--- src/rtl/erc_pkg.sv ---
// Shared constants, register field positions and state type for the
// extended reach supervisor. Assumes 7-bit addresses and 8-bit registers.
package erc_pkg;
    localparam int REG_AW = 7;
    localparam int REG_DW = 8;

    localparam logic [REG_AW-1:0] ADDR_CTL = 7'h00;
    localparam logic [REG_AW-1:0] ADDR_CLI = 7'h03;

    localparam int CD_BIT   = 7;
    localparam int MUTE_BIT = 6;
    localparam int BYP_BIT  = 5;
    localparam int SLP_LSB  = 3;
    localparam int EXT_BIT  = 2;
    localparam int CLI_LSB  = 3;
    localparam int CLI_W    = 5;

    localparam logic [1:0] SLP_FORCE = 2'b10;

    typedef enum logic [2:0] {
        ST_POLL,
        ST_RD_CTL,
        ST_RD_CLI,
        ST_DECIDE,
        ST_WR_SLEEP,
        ST_WR_MODE,
        ST_HOLD,
        ST_WR_RESTORE
    } sup_state_t;

    // Build a control register write: read-only and reserved bits are zero.
    function automatic logic [REG_DW-1:0] pack_ctl(input logic mute,
                                                    input logic byp,
                                                    input logic [1:0] slp,
                                                    input logic ext);
        logic [REG_DW-1:0] v;
        v = '0;
        v[MUTE_BIT] = mute;
        v[BYP_BIT] = byp;
        v[SLP_LSB +: 2] = slp;
        v[EXT_BIT] = ext;
        return v;
    endfunction
endpackage

--- src/rtl/erc_timer.sv ---
// Loadable down-counter used for the poll interval and the sleep hold.
// Assumes a load is never requested while the count is still needed.
module erc_timer #(
    parameter int W = 8
) (
    input  logic         clk,
    input  logic         rst_n,
    input  logic         load,
    input  logic [W-1:0] value,
    output logic         zero
);
    logic [W-1:0] cnt_q;

    // Count down to zero; a load overrides the decrement.
    always_ff @(posedge clk) begin
        if (!rst_n) begin
            cnt_q <= '0;
        end else if (load) begin
            cnt_q <= value;
        end else if (cnt_q != '0) begin
            cnt_q <= cnt_q - 1'b1;
        end
    end

    assign zero = (cnt_q == '0);


    tmr_load_chk: assert property (@(posedge clk) disable iff (!rst_n)
        (load && value != '0) |=> !zero);
endmodule

--- src/rtl/erc_cmd_port.sv ---
// Request/acknowledge holder toward the SPI master. A go pulse while idle
// launches one command; fields stay registered until the acknowledge.
// Assumes the master acknowledges each request with a single-cycle pulse.
module erc_cmd_port
    import erc_pkg::*;
(
    input  logic              clk,
    input  logic              rst_n,
    input  logic              go,
    input  logic              go_write,
    input  logic [REG_AW-1:0] go_addr,
    input  logic [REG_DW-1:0] go_wdata,
    output logic              idle,
    output logic              done,
    output logic [REG_DW-1:0] rd_data,
    output logic              cmd_req,
    output logic              cmd_write,
    output logic [REG_AW-1:0] cmd_addr,
    output logic [REG_DW-1:0] cmd_wdata,
    input  logic              cmd_ack,
    input  logic [REG_DW-1:0] cmd_rdata
);
    logic              req_q;
    logic              wr_q;
    logic [REG_AW-1:0] addr_q;
    logic [REG_DW-1:0] wdata_q;

    // Raise the request on go and drop it after the acknowledge.
    always_ff @(posedge clk) begin
        if (!rst_n) begin
            req_q   <= 1'b0;
            wr_q    <= 1'b0;
            addr_q  <= '0;
            wdata_q <= '0;
        end else if (req_q && cmd_ack) begin
            req_q <= 1'b0;
        end else if (go) begin
            req_q   <= 1'b1;
            wr_q    <= go_write;
            addr_q  <= go_addr;
            wdata_q <= go_wdata;
        end
    end

    assign idle      = !req_q;
    assign done      = req_q && cmd_ack;
    assign rd_data   = cmd_rdata;
    assign cmd_req   = req_q;
    assign cmd_write = wr_q;
    assign cmd_addr  = addr_q;
    assign cmd_wdata = wdata_q;


    req_hold_chk: assert property (@(posedge clk) disable iff (!rst_n)
        (cmd_req && !cmd_ack) |=> (cmd_req && $stable(cmd_addr) &&
                                   $stable(cmd_wdata) && $stable(cmd_write)));

    req_drop_chk: assert property (@(posedge clk) disable iff (!rst_n)
        (cmd_req && cmd_ack) |=> !cmd_req);

    go_idle_chk: assert property (@(posedge clk) disable iff (!rst_n)
        go |-> !req_q);
endmodule

--- src/rtl/erc_decide.sv ---
// Mode decision from the latest poll. Entry needs carrier and a length
// code strictly under the limit; exit needs loss of carrier only.
module erc_decide #(
    parameter logic [4:0] CLI_LIMIT = 5'd18
) (
    input  logic       mode,
    input  logic       carrier,
    input  logic [4:0] cli,
    output logic       act,
    output logic       want
);
    logic go_ext;
    logic go_norm;

    // Combine the poll results with the current mode.
    always_comb begin
        go_ext  = !mode && carrier && (cli < CLI_LIMIT);
        go_norm = mode && !carrier;
        act     = go_ext || go_norm;
        want    = !mode;
    end
endmodule

--- src/rtl/erc_supervisor.sv ---
// Extended reach supervisor: polls carrier and cable length through the
// command port and switches the receiver's reach mode with a
// sleep-guarded three-write sequence. Assumes the master answers every
// request and that register 00h bit 7 is read-only on the receiver.
module erc_supervisor
    import erc_pkg::*;
#(
    parameter logic [4:0]  CLI_LIMIT     = 5'd18,
    parameter logic [1:0]  RESTORE_SLEEP = 2'b01,
    parameter int unsigned POLL_CYCLES   = 1024,
    parameter int unsigned HOLD_CYCLES   = 250000
) (
    input  logic              clk,
    input  logic              rst_n,
    output logic              cmd_req,
    output logic              cmd_write,
    output logic [REG_AW-1:0] cmd_addr,
    output logic [REG_DW-1:0] cmd_wdata,
    input  logic              cmd_ack,
    input  logic [REG_DW-1:0] cmd_rdata,
    output logic              ext_mode,
    output logic              busy
);
    localparam int unsigned TMR_MAX = (POLL_CYCLES > HOLD_CYCLES) ? POLL_CYCLES : HOLD_CYCLES;
    localparam int TW = $clog2(TMR_MAX + 1);

    sup_state_t        state_q;
    logic              mode_q, tgt_q, carrier_q, mute_q, byp_q;
    logic [CLI_W-1:0]  cli_q;
    logic              issue, go, go_write, port_idle, done;
    logic [REG_AW-1:0] go_addr;
    logic [REG_DW-1:0] go_wdata, rd_data;
    logic              tmr_load, tmr_zero;
    logic [TW-1:0]     tmr_val;
    logic              act, want;
    logic              rd_unused;

    assign rd_unused = ^rd_data[2:0];

    erc_cmd_port u_port (
        .clk(clk), .rst_n(rst_n), .go(go), .go_write(go_write),
        .go_addr(go_addr), .go_wdata(go_wdata), .idle(port_idle),
        .done(done), .rd_data(rd_data), .cmd_req(cmd_req),
        .cmd_write(cmd_write), .cmd_addr(cmd_addr), .cmd_wdata(cmd_wdata),
        .cmd_ack(cmd_ack), .cmd_rdata(cmd_rdata)
    );

    erc_timer #(.W(TW)) u_tmr (
        .clk(clk), .rst_n(rst_n), .load(tmr_load), .value(tmr_val),
        .zero(tmr_zero)
    );

    erc_decide #(.CLI_LIMIT(CLI_LIMIT)) u_dec (
        .mode(mode_q), .carrier(carrier_q), .cli(cli_q),
        .act(act), .want(want)
    );

    // Pick the command for the current state and launch it when idle.
    always_comb begin
        issue    = 1'b0;
        go_write = 1'b0;
        go_addr  = ADDR_CTL;
        go_wdata = '0;
        unique case (state_q)
            ST_RD_CTL: issue = 1'b1;
            ST_RD_CLI: begin
                issue   = 1'b1;
                go_addr = ADDR_CLI;
            end
            ST_WR_SLEEP: begin
                issue    = 1'b1;
                go_write = 1'b1;
                go_wdata = pack_ctl(mute_q, byp_q, SLP_FORCE, mode_q);
            end
            ST_WR_MODE: begin
                issue    = 1'b1;
                go_write = 1'b1;
                go_wdata = pack_ctl(mute_q, byp_q, SLP_FORCE, tgt_q);
            end
            ST_WR_RESTORE: begin
                issue    = 1'b1;
                go_write = 1'b1;
                go_wdata = pack_ctl(mute_q, byp_q, RESTORE_SLEEP, mode_q);
            end
            default: issue = 1'b0;
        endcase
        go = issue && port_idle;
    end

    // Start the poll interval or the sleep hold on the matching transitions.
    always_comb begin
        tmr_load = 1'b0;
        tmr_val  = '0;
        if ((state_q == ST_DECIDE && !act) || (state_q == ST_WR_RESTORE && done)) begin
            tmr_load = 1'b1;
            tmr_val  = TW'(POLL_CYCLES);
        end else if (state_q == ST_WR_MODE && done) begin
            tmr_load = 1'b1;
            tmr_val  = TW'(HOLD_CYCLES);
        end
    end

    // Sequence polls and switch sequences; capture poll results.
    always_ff @(posedge clk) begin
        if (!rst_n) begin
            state_q   <= ST_POLL;
            mode_q    <= 1'b0;
            tgt_q     <= 1'b0;
            carrier_q <= 1'b0;
            mute_q    <= 1'b0;
            byp_q     <= 1'b0;
            cli_q     <= '0;
        end else begin
            unique case (state_q)
                ST_POLL: if (tmr_zero) state_q <= ST_RD_CTL;
                ST_RD_CTL: if (done) begin
                    carrier_q <= rd_data[CD_BIT];
                    mute_q    <= rd_data[MUTE_BIT];
                    byp_q     <= rd_data[BYP_BIT];
                    state_q   <= ST_RD_CLI;
                end
                ST_RD_CLI: if (done) begin
                    cli_q   <= rd_data[CLI_LSB +: CLI_W];
                    state_q <= ST_DECIDE;
                end
                ST_DECIDE: begin
                    if (act) begin
                        tgt_q   <= want;
                        state_q <= ST_WR_SLEEP;
                    end else begin
                        state_q <= ST_POLL;
                    end
                end
                ST_WR_SLEEP: if (done) state_q <= ST_WR_MODE;
                ST_WR_MODE: if (done) begin
                    mode_q  <= tgt_q;
                    state_q <= ST_HOLD;
                end
                ST_HOLD: if (tmr_zero) state_q <= ST_WR_RESTORE;
                ST_WR_RESTORE: if (done) state_q <= ST_POLL;
                default: state_q <= ST_POLL;
            endcase
        end
    end

    assign busy = (state_q == ST_WR_SLEEP) || (state_q == ST_WR_MODE) ||
                  (state_q == ST_HOLD) || (state_q == ST_WR_RESTORE);
    assign ext_mode = mode_q;


    mode_change_chk: assert property (@(posedge clk) disable iff (!rst_n)
        !$stable(mode_q) |-> $past(busy));

    entry_gate_chk: assert property (@(posedge clk) disable iff (!rst_n)
        ($rose(busy) && !mode_q) |-> (carrier_q && cli_q < CLI_LIMIT));

    exit_gate_chk: assert property (@(posedge clk) disable iff (!rst_n)
        ($rose(busy) && mode_q) |-> !carrier_q);

    hold_len_chk: assert property (@(posedge clk) disable iff (!rst_n)
        (cmd_req && cmd_write && cmd_wdata[SLP_LSB +: 2] != SLP_FORCE) |-> tmr_zero);
endmodule

--- config.mk ---
export PLATFORM = sky130hd
export DESIGN_NAME = erc_supervisor
export DESIGN_NICKNAME = d
export VERILOG_FILES = /design/src/rtl/erc_pkg.sv /design/src/rtl/erc_timer.sv /design/src/rtl/erc_cmd_port.sv /design/src/rtl/erc_decide.sv /design/src/rtl/erc_supervisor.sv
export SDC_FILE = /design/constraint.sdc
export NUM_CORES = 1
export LEC_CHECK = 0
export BUFFER_PORTS_ARGS = -buffer_cell sky130_fd_sc_hd__buf_4
export CAP_MARGIN = 20
export CORE_AREA = 2 2 63 65
export DETAILED_ROUTE_END_ITERATION = 12
export DIE_AREA = 0 0 65 67
export PLACE_DENSITY = 0.81
export SETUP_SLACK_MARGIN = 0.3
export SLEW_MARGIN = 40
export SYNTH_ARGS = -nofsm -noshare
export SYNTH_HDL_FRONTEND = slang
export SYNTH_SLANG_ARGS = --single-unit
export TNS_END_PERCENT = 30
--- constraint.sdc ---
create_clock -name clk -period 5.4 [get_ports clk]
set_input_delay 1.08 -clock clk [delete_from_list [all_inputs] [get_ports clk]]
set_output_delay 1.08 -clock clk [all_outputs]
set_load 0.1 [all_outputs]
==> results.md <==
- Result of the run: finished, final reports clean
- Slack of the worst reg-to-reg path: 3.19 ns
- Starting DRC count in detailed routing: 149
- Biggest fanout along the worst timing path: 10
- Hold bufs inserted after CTS: 0
- Most used flip-flop cell after synthesis: dfxtp_1
- Area grow syn2layout: 8.55%
- Buffers on Ports: 17
- #FFs+latches synth: 38
- Final-report setup violation count: 0
- Wirelength per Cell: 14.9 microns
- Worst slew margin: 60.2%
- Synth async-reset ratio: 0%
- Count of placed standard cells in the final layout, fillers left out: 301
- Area of the die: 0.00436 sq mm
- Cell taking the most area after synthesis: dfxtp_1
- Number of buffer and inverter instances along the worst setup path: 2
- Final count of pins violating max slew: 0
- Syn Area/Cell: 8.81 sq um
- Total of warnings raised by yosys: 0
- Number of antenna violations at the first check in global routing: 0
- TritonCTS clock tree: built
- Die boundary height: 67 microns
- Overall Global Routing Usage: 21.8%
- Least-Margin Pin Slew: 0.591 ns
- Signal arrival time at the worst endpoint: 1.76 ns
- Achievable clock frequency: 353 MHz
- Final critical path time including I/O delays and setup: 2.84 ns
- Horiz. Die Dim: 65 microns
- Logic gate share of total power: 50.6%
- Nature of the critical path endpoint: output pin
- Vias: 1,840
- RR Startpoint: state_q[1]
- Internal power contribution: 761 uW
- Deepest level of the CTS H-tree: 2
- Total of cells resized after clock tree synthesis: 0
- Number of placed instances, taps included: 293
- Area of the placeable core: 0.00361 sq mm
- Count of standard-cell rows: 22
- Max Root-Sink Buffers: 2
- Number of I/O pins: 30
- Root cell of the clock tree: clkbuf_8
- Fraction of post-synthesis cell area in the top cell type by area: 35.4%
- Slowest cell on crit path: o41a_1
- Combined area of all synthesized cells: 0.00215 sq mm
- Global-route wire length before repair: 7340 microns
- Final Core Density: 64.7%
- Part of the power in registers: 31.9%
- Part of the power in the clock network: 17.5%
- Kind of launch point of the worst setup path: flip-flop
- Total iterations of the first detailed-routing run: 4
- Cell area power density: 599 mW/mm^2
- Clock latency reported for the late side of the worst-skew pair: 0.30 ns
- Critical Path, Cell by Cell: inv_1 -> ha_1 -> o41a_1 -> buf_4
- Clock input transition at the sequential cells of the worst setup and hold paths: 0.08 ns
- Fraction of layout cells with a size suffix above 1: 14.2%
- Switch Pwr: 638 uW
- Setup repair after global routing missed its margin: no
- Count of clock tree sinks: 38
- Endpoints failing hold: 0
- Max incr delay on CP: 0.44 ns
- Startpoint of the lowest-slack hold path: u_port.cmd_wdata[3]
- Kind of cell adding the most delay to the critical path: compound AO/OA/AOI/OAI gates
- Type of the worst min-delay path: reg -> reg
- Largest vdd supply drop: 0.000285 V
- Layout Nets: 268
- Proportion of total power due to net switching: 45.6%
- Static leakage: 0.000954 uW
- Required time at the endpoint of the critical path: 4.32 ns
- Average via count per standard cell: 6.11
- GRT overflow: 0
- Post-route clock period utilization: 52.5%
- Reported max-cap violation count: 0
- Worst clock skew: 0.00918 ns
- DR DRC count: 0
- Maximum number of pins on one net before global-route repair: 20
- Number of global-route vias before repair: 1,597
- Antenna fix cells: 0
- Count of buffers added by post-CTS timing repair for setup: 0
- Synthesized instance count: 244
- Start point of the critical path: state_q[1]
- Fraction of the yosys area taken by sequential cells: 35.4%
- Number of enable-type register cells in the synthesized netlist: 0
- Detailed-route wire length: 4500 microns
- Initial core utilization: 59.6%
- Number of CTS-inserted buffers: 5
- Crit path kind: reg -> out
- Remaining antenna violation count after routing: 0
- Placed wire-length estimate: 3100 microns
- Count of distinct cell types in the synthesized netlist: 60
- RD Place Congestion: 0.929
- Cell types with the largest area share after synthesis: dfxtp_1 35%, mux2i_1 7.9%, buf_4 3.5%
- Setup Total Neg Slack: 0 ns
metrics by stage:
step | area (sq um) | power [uW] | worst slack, ns | hold slack, ns
after global routing | 2330 | 1500 | 2.51 | 0.489
after detailed placement | 2220 | 1140 | 2.90 | 0.449
final | 2330 | 1400 | 2.56 | 0.461
after CTS | 2330 | 1390 | 2.58 | 0.462
after floorplan | 2180 | 1020 | 2.63 | 0.463
after global placement | 2220 | 1130 | 2.92 | 0.442
cell type report:
cell class | count | area (sq um)
Timing Repair Buffer | 17 | 128
Clock buffer | 5 | 68.8
Tap cell | 48 | 60.1
Clock inverter | 3 | 45.0
Sequential cell | 38 | 761
Fill cell | 299 | 1270
Inverter | 8 | 30.0
Multi-Input combinational cell | 182 | 1240
flip-flops by register name, indices dropped and copies added, names as in the netlist:
name	flops
u_tmr.cnt_q	18
u_port.cmd_wdata	5
cli_q	4
state_q	3
byp_q	1
carrier_q	1
ext_mode	1
mute_q	1
tgt_q	1
u_port.cmd_addr	1
u_port.cmd_req	1
u_port.cmd_write	1
Yosys cell counts (2+ instances only):
cell / instances
nor2_1: 20
o31ai_1: 3
mux2i_1: 17
buf_4: 10
nor4b_1: 2
nand4_1: 3
ha_1: 5
clkbuf_8: 2
nor4_4: 2
nor3_1: 5
and4_1: 2
nand3_1: 7
or4b_2: 2
a22oi_1: 3
nor2b_1: 4
nand3b_1: 5
nand2_1: 15
or4_1: 4
o21ai_0: 8
a21oi_1: 13
nor3b_1: 2
nor4_1: 5
clkbuf_1: 10
or3_1: 3
inv_1: 7
and3_1: 2
o21a_1: 2
dfxtp_1: 38
nand4b_1: 2
a31oi_1: 5
xor2_1: 3
a211oi_1: 5
path summary, 6_finish.rpt:
| kind | end | depth (start not counted) |
|---|---|---|
| max | busy | 4 |
| min | u_port.cmd_wdata[3] | 2 |
| max reg2reg | u_tmr.cnt_q[5] | 6 |
| min reg2reg | u_port.cmd_wdata[3] | 2 |
cells by family after synthesis:
group                    share of synthesized area [%]
multiplexers                                      7.91
XOR/XNOR                                          1.63
adder cells (fa/ha/maj)                           2.91
other                                            0.174
flip-flops                                        35.4
AO/OA/AOI/OAI                                     17.7
buffers and inverters                             8.09
AND/OR/NAND/NOR                                   26.2
cell usage in the layout (no fill, tap or decap), types with 2 or more instances in the layout:
cell type / synthesis / routed
o21ai_0: 8 / 8
or3_1: 3 / 3
mux2i_1: 17 / 17
o21a_1: 2 / 2
inv_1: 7 / 7
nor4_4: 2 / 2
nor3_1: 5 / 5
nand4_1: 3 / 3
a22oi_1: 3 / 3
nor4_1: 5 / 5
conb_1: 1 / 8
and3_1: 2 / 2
nor2b_1: 4 / 4
a211oi_1: 5 / 5
clkbuf_8: 2 / 5
ha_1: 5 / 5
o31ai_1: 3 / 3
nor3b_1: 2 / 2
or4b_2: 2 / 2
nand4b_1: 2 / 2
clkinvlp_4: 0 / 2
nor2_1: 20 / 20
and4_1: 2 / 2
buf_4: 10 / 17
dfxtp_1: 38 / 38
or4_1: 4 / 4
a21oi_1: 13 / 13
nand3_1: 7 / 7
nor4b_1: 2 / 2
nand3b_1: 5 / 5
a31oi_1: 5 / 5
xor2_1: 3 / 3
nand2_1: 15 / 15
power by group through the flow:
stage / Sequential [uW] / Clock, uW / Combinational (uW)
after global routing: 457 / 262 / 776
after floorplan: 450 / 0 / 571
after detailed placement: 448 / 0 / 694
after global placement: 445 / 0 / 685
after CTS: 443 / 247 / 697
final: 446 / 245 / 708
per-layer routing:
metal / vias up / track usage [%] / wire (microns)
met5: - / 0 / 0
met4: 0 / 7.18 / 60
met3: 8 / 5.91 / 221
met2: 52 / 34.0 / 2100
met1: 871 / 29.2 / 2120
li1: 909 / - / -
worst reg2reg max path, delay by kind of cell (launching register included):
kind / cells / cell delay [ns]
AO/OA/AOI/OAI: 2 / 0.73
AND/OR/NAND/NOR: 2 / 0.62
flip-flops: 1 / 0.39
adder cells (fa/ha/maj): 1 / 0.31
buffers and inverters: 1 / 0.08
No activity file was read; power rests on OpenSTA's default activity.
